[src/rtl/gpio_bank_pkg.sv]
package gpio_bank_pkg;

  typedef enum logic [2:0] {
    SEL_MASK_LO,
    SEL_MASK_HI,
    SEL_DATA,
    SEL_PINS,
    SEL_DIR,
    SEL_OE,
    SEL_NONE
  } reg_sel_e;

  localparam logic [7:0] OFS_MASK_LO = 8'h00;
  localparam logic [7:0] OFS_MASK_HI = 8'h04;
  localparam logic [7:0] OFS_DATA    = 8'h08;
  localparam logic [7:0] OFS_PINS    = 8'h0C;
  localparam logic [7:0] OFS_DIR     = 8'h10;
  localparam logic [7:0] OFS_OE      = 8'h14;

  function automatic reg_sel_e decode_ofs(input logic [7:0] ofs);
    case (ofs)
      OFS_MASK_LO: return SEL_MASK_LO;
      OFS_MASK_HI: return SEL_MASK_HI;
      OFS_DATA:    return SEL_DATA;
      OFS_PINS:    return SEL_PINS;
      OFS_DIR:     return SEL_DIR;
      OFS_OE:      return SEL_OE;
      default:     return SEL_NONE;
    endcase
  endfunction

endpackage

[src/rtl/gpio_in_sync.sv]
module gpio_in_sync #(
  parameter int W      = 32,
  parameter int STAGES = 2
) (
  input  logic         clk,
  input  logic         rst,
  input  logic [W-1:0] d_async,
  output logic [W-1:0] d_sync
);
  logic [STAGES-1:0][W-1:0] chain;

  always_ff @(posedge clk) begin
    if (rst) chain <= '0;
    else     chain <= {chain[STAGES-2:0], d_async};
  end

  assign d_sync = chain[STAGES-1];
endmodule

[src/rtl/gpio_out_reg.sv]
module gpio_out_reg #(
  parameter int DATA_W = 32
) (
  input  logic              clk,
  input  logic              rst,
  input  logic              wr_full,
  input  logic              wr_lo,
  input  logic              wr_hi,
  input  logic [DATA_W-1:0] wdata,
  output logic [DATA_W-1:0] data_q
);
  localparam int HALF_W = DATA_W / 2;

  logic [HALF_W-1:0] keep_mask;
  logic [HALF_W-1:0] half_val;
  logic [DATA_W-1:0] data_nxt;

  assign keep_mask = wdata[DATA_W-1:HALF_W];
  assign half_val  = wdata[HALF_W-1:0];

  for (genvar h = 0; h < 2; h++) begin : g_half
    logic              sel_wr;
    logic [HALF_W-1:0] cur;
    assign sel_wr = (h == 0) ? wr_lo : wr_hi;
    assign cur    = data_q[h*HALF_W +: HALF_W];
    assign data_nxt[h*HALF_W +: HALF_W] =
      wr_full ? wdata[h*HALF_W +: HALF_W] :
      sel_wr  ? ((cur & keep_mask) | (half_val & ~keep_mask)) :
                cur;
  end

  always_ff @(posedge clk) begin
    if (rst) data_q <= '0;
    else     data_q <= data_nxt;
  end
endmodule

[src/rtl/gpio_drive_ctl.sv]
module gpio_drive_ctl #(
  parameter int W = 32
) (
  input  logic         clk,
  input  logic         rst,
  input  logic         wr_dir,
  input  logic         wr_oe,
  input  logic [W-1:0] wdata,
  input  logic [W-1:0] tri_force,
  output logic [W-1:0] dir_q,
  output logic [W-1:0] oe_q,
  output logic [W-1:0] pin_tri
);
  always_ff @(posedge clk) begin
    if (rst) begin
      dir_q <= '0;
      oe_q  <= '0;
    end else begin
      if (wr_dir) dir_q <= wdata;
      if (wr_oe)  oe_q  <= wdata;
    end
  end

  for (genvar i = 0; i < W; i++) begin : g_pin
    assign pin_tri[i] = tri_force[i] | ~(dir_q[i] & oe_q[i]);
  end
endmodule

[src/rtl/gpio_bank_regs.sv]
module gpio_bank_regs #(
  parameter int DATA_W = 32,
  parameter int ADDR_W = 8,
  parameter int SYNC_STAGES = 2
) (
  input  logic              clk,
  input  logic              rst,
  input  logic [ADDR_W-1:0] bus_addr,
  input  logic              bus_we,
  input  logic              bus_re,
  input  logic [DATA_W-1:0] bus_wdata,
  output logic [DATA_W-1:0] bus_rdata,
  input  logic [DATA_W-1:0] pin_in,
  input  logic [DATA_W-1:0] tri_force,
  output logic [DATA_W-1:0] pin_out,
  output logic [DATA_W-1:0] pin_tri
);
  import gpio_bank_pkg::*;

  reg_sel_e          sel;
  logic [DATA_W-1:0] data_q, dir_q, oe_q, pins_sync;
  logic [DATA_W-1:0] rd_mux;

  assign sel = decode_ofs(8'(bus_addr));

  gpio_in_sync #(.W(DATA_W), .STAGES(SYNC_STAGES)) u_sync (
    .clk     (clk),
    .rst     (rst),
    .d_async (pin_in),
    .d_sync  (pins_sync)
  );

  gpio_out_reg #(.DATA_W(DATA_W)) u_out (
    .clk     (clk),
    .rst     (rst),
    .wr_full (bus_we && sel == SEL_DATA),
    .wr_lo   (bus_we && sel == SEL_MASK_LO),
    .wr_hi   (bus_we && sel == SEL_MASK_HI),
    .wdata   (bus_wdata),
    .data_q  (data_q)
  );

  gpio_drive_ctl #(.W(DATA_W)) u_drive (
    .clk       (clk),
    .rst       (rst),
    .wr_dir    (bus_we && sel == SEL_DIR),
    .wr_oe     (bus_we && sel == SEL_OE),
    .wdata     (bus_wdata),
    .tri_force (tri_force),
    .dir_q     (dir_q),
    .oe_q      (oe_q),
    .pin_tri   (pin_tri)
  );

  always_comb begin
    case (sel)
      SEL_MASK_LO, SEL_MASK_HI, SEL_DATA: rd_mux = data_q;
      SEL_PINS: rd_mux = pins_sync;
      SEL_DIR:  rd_mux = dir_q;
      SEL_OE:   rd_mux = oe_q;
      default:  rd_mux = '0;
    endcase
  end

  always_ff @(posedge clk) begin
    if (rst)         bus_rdata <= '0;
    else if (bus_re) bus_rdata <= rd_mux;
  end

  assign pin_out = data_q;
endmodule

[config.mk]
export PLATFORM = sky130hd
export DESIGN_NAME = gpio_bank_regs
export DESIGN_NICKNAME = d
export VERILOG_FILES = /design/src/rtl/gpio_bank_pkg.sv /design/src/rtl/gpio_in_sync.sv /design/src/rtl/gpio_out_reg.sv /design/src/rtl/gpio_drive_ctl.sv /design/src/rtl/gpio_bank_regs.sv
export SDC_FILE = /design/constraint.sdc
export NUM_CORES = 1
export LEC_CHECK = 0
export BUFFER_PORTS_ARGS = -buffer_cell sky130_fd_sc_hd__buf_2
export CORE_MARGIN = 1.5
export CORE_UTILIZATION = 54
export CTS_CLUSTER_DIAMETER = 60
export DETAILED_ROUTE_END_ITERATION = 12
export GPL_ROUTABILITY_DRIVEN = 1
export PLACE_DENSITY_LB_ADDON = 0.25
export SETUP_SLACK_MARGIN = 0.15
export SLEW_MARGIN = 25
export SYNTH_ARGS = -nofsm -noshare
export SYNTH_HDL_FRONTEND = slang
export SYNTH_HIERARCHICAL = 1
export SYNTH_SLANG_ARGS = --single-unit
[constraint.sdc]
create_clock -name clk -period 2 [get_ports clk]
set_input_delay 0.1 -clock clk [delete_from_list [all_inputs] [get_ports clk]]
set_output_delay 0.1 -clock clk [all_outputs]
set_load 0.01 [all_outputs]
==> metrics.md <==
| Metric | Value |
|---|---|
| Req. time, crit path | `2300 ps` |
| Total clock sinks | `around 190` |
| CP arrival | `1710 ps` |
| Antenna diodes | `0` |
| Sequential fraction of the synthesis area | `43.6%` |
| Die width | `131 µm` |
| Layout fillers | `around 1,300` |
| CTS tree | `done` |
| I/O Buffers | `a little over 200` |
| DR vias/cell | `5.70` |
| Clk pin slew, worst setup/hold paths | `70 ps` |
| Via count | `7,302` |
| Dpl hpwl | `~16,000 µm` |
| Synthesis-stage register bit count | `192` |
| CORE AREA | `15,900 µm²` |
| Gpl congestion | `0.869` |
| RSZ-0062 raised after global routing | `false` |
| # H-tree levels | `4` |
| Initial antenna violation count | `0` |
| Crit path largest cell delay | `approximately 300 ps` |
| Register area | `about 3800 µm²` |
| Most frequent cells in the layout | `buf_2 (202), dfxtp_1 (192), nor2_1 (65)` |
| GRT Total Usage | `27.7%` |
| Multi-input gate area | `roughly 4200 µm²` |
| Worst vdd ir | `0.628 mV` |
| Largest net degree at the start of global routing | `73` |
| CP Max Fanout | `16` |
| Die ar. | `17,100 µm²` |
| Antenna Nets Post-Route | `0` |
| CP endpoint kind | `flip-flop` |
| Clock power frac | `a little over two fifths` |
| CTS root buffer | `clkbuf_16` |
| Placed inst area | `9680 µm²` |
| Combinational Power Share | `7.5%` |
| Setup crit start kind | `input port` |
| CP max stage cell | `inv_1` |
| Total grt overflow | `0` |
| Hold Fails Final Rpt | `0` |
| Vias in the first global route | `between 6,000 and 7,000` |
| Setup TNS | `0 ps` |
| Final instance area | `10,700 µm²` |
| Cell Rows | `46` |
| Yosys warning count | `6` |
| CP Class | `in -> reg` |
| Clk_skew | `6.42 ps` |
| Internal Power | `~5.9 mW` |
| Min-Delay Path Class | `in -> reg` |
| Sw frac | `around 24%` |
| Switching power | `~1.9 mW` |
| Max Clk Rate | `705 MHz` |
| First-pass GRT wire length | `35,900 µm` |
| Post-CTS Setup Repair Bufs | `0` |
| Slew HR | `57.2%` |
| Initial drt markers | `554` |
| Post-cts sizing count | `0` |
| Crit path cell chain | `buf_2 > nor4b_1 > buf_4 > nand3b_1 > nor3_1 > inv_1 > o211ai_1 > a21oi_1` |
| Final min period | `about 1400 ps` |
| Boundary Pins | `204` |
| Distinct cell type count after synthesis | `37` |
| Most common cell after layout, fill and taps aside | `buf_2` |
| CTS max path bufs | `2` |
| Fin. max-slew vios | `0` |
| Routed wire length | `between 20,000 and 25,000 µm` |
| Fin crit share | `70.9%` |
| Clk_lat worst skew | `440 ps` |
| P per Cell Area | `725 nW/µm²` |
| Layout cell share with drive strength beyond 1 | `34.2%` |
| Nets | `1,160` |
| WL per Instance | `18.5 µm` |
| Final Setup Violations | `0` |
| Leakage power | `4.13 nW` |
| Outcome | `finished clean` |
| Seq pwr share | `50.2%` |
| Worst Tran Pin Value | `641 ps` |
| Max-cap violations | `0` |
| Synthesized area per cell | `10.3 µm²` |
| Gate Count Post-Synth | `858` |
| Starting Density | `55.3%` |
| Initial DRT Pass Iterations | `6` |
| CTS buffer count | `17` |
| Syn-to-layout area delta | `21.5%` |
| Die H | `131 µm` |
| Cell Area, Synth | `8810 µm²` |
| Syn_nets | `between 900 and 1,000` |
| Util after Layout | `67.2%` |
| Drt drc | `0` |
-- cell type report --
type	count	share of cell area (%)
multi-input cells	561	39.3
clock buffers	18	4.01
inverters	3	0.105
well taps	216	2.52
clock inverters	14	1.26
flip-flops and latches	192	35.9
repair buffers	277	16.9
-- path summary, 6_finish.rpt --
| path | startpoint | end | slack (ps) | depth (start not counted) |
|---|---|---|---|---|
| hold / removal | bus_wdata[25] | u_drive/dir_q[25]$_SDFFE_PP0P_ | 20 | 3 |
| hold reg to reg | u_sync/chain[7]$_SDFF_PP0_ | u_sync/d_sync[7]$_SDFF_PP0_ | 430 | 1 |
| setup / recovery | bus_addr[5] | flip-flop | 580 | 8 |
| setup reg to reg | bus_rdata[18]$_SDFFE_PP0P_ | bus_rdata[18]$_SDFFE_PP0P_ | 1010 | 2 |
-- critical path, delay by kind of cell --
kind	cells	cell delay (ps)
AO/OA/AOI/OAI	2	350
AND/OR/NAND/NOR	3	690
buffers and inverters	3	580
-- power groups by stage --
stage | Combinational (mW) | Sequential, mW | Clock, mW
after CTS | 0.578 | 3.90 | 3.33
after detailed placement | 0.508 | 3.99 | 0
after global routing | 0.628 | 3.90 | 3.47
after floorplan | 0.303 | 3.98 | 0
final | 0.586 | 3.90 | 3.28
after global placement | 0.505 | 3.98 | 0
-- cell families (layout without fill, tap and decap cells) --
kind of cell,count (synthesis),count (layout),synth area share (%)
buf+inv,105,312,8.98
compound gates,177,177,16.1
flops,192,192,43.6
mux,64,64,7.27
simple gates,320,320,24.1
-- per-stage QoR --
stage | setup slack (ps) | std cells | power, mW | hold slack [ps]
floorplan | 307 | 858 | 4.29 | 166
global placement | 169 | 1203 | 4.49 | 311
detailed placement | 144 | 1203 | 4.49 | 312
CTS | 609 | 1280 | 7.80 | 3.05
global route | 456 | 1281 | 8.00 | 16.5
finish | 582 | 1281 | 7.77 | 15.1
-- per-layer routing --
layer	vias to the layer above	global-route usage [%]	wire, µm
met2	306	44.9	11200
li1	3451	-	-
met1	3504	36.6	10200
met5	-	0	0
met4	0	10.1	523
met3	41	5.86	1680
-- cell usage after synthesis (all sizes together) --
cell,instances,area [µm²]
nand2,49,184
buf,73,667
o21ai,64,320
and3b,64,561
nand2b,1,6.26
a222oi,32,320
nor2b,81,664
clkbuf,29,114
nor3,2,10.0
mux2i,64,641
nand3b,49,368
nor2,68,263
a221oi,32,468
dfxtp,192,3840
a31oi,16,100
nand3,2,15.0
a21oi,17,88.8
o211ai,16,120
nor3b,2,26.3
inv,3,11.3
nor4b,2,23.8
-- timing repair --
item,4_1_cts,5_1_grt
hold buffers,45,0
endpoints found under the setup margin,0,0
hold endpoints to repair,57,0
Power figures use the tool's default switching activity.
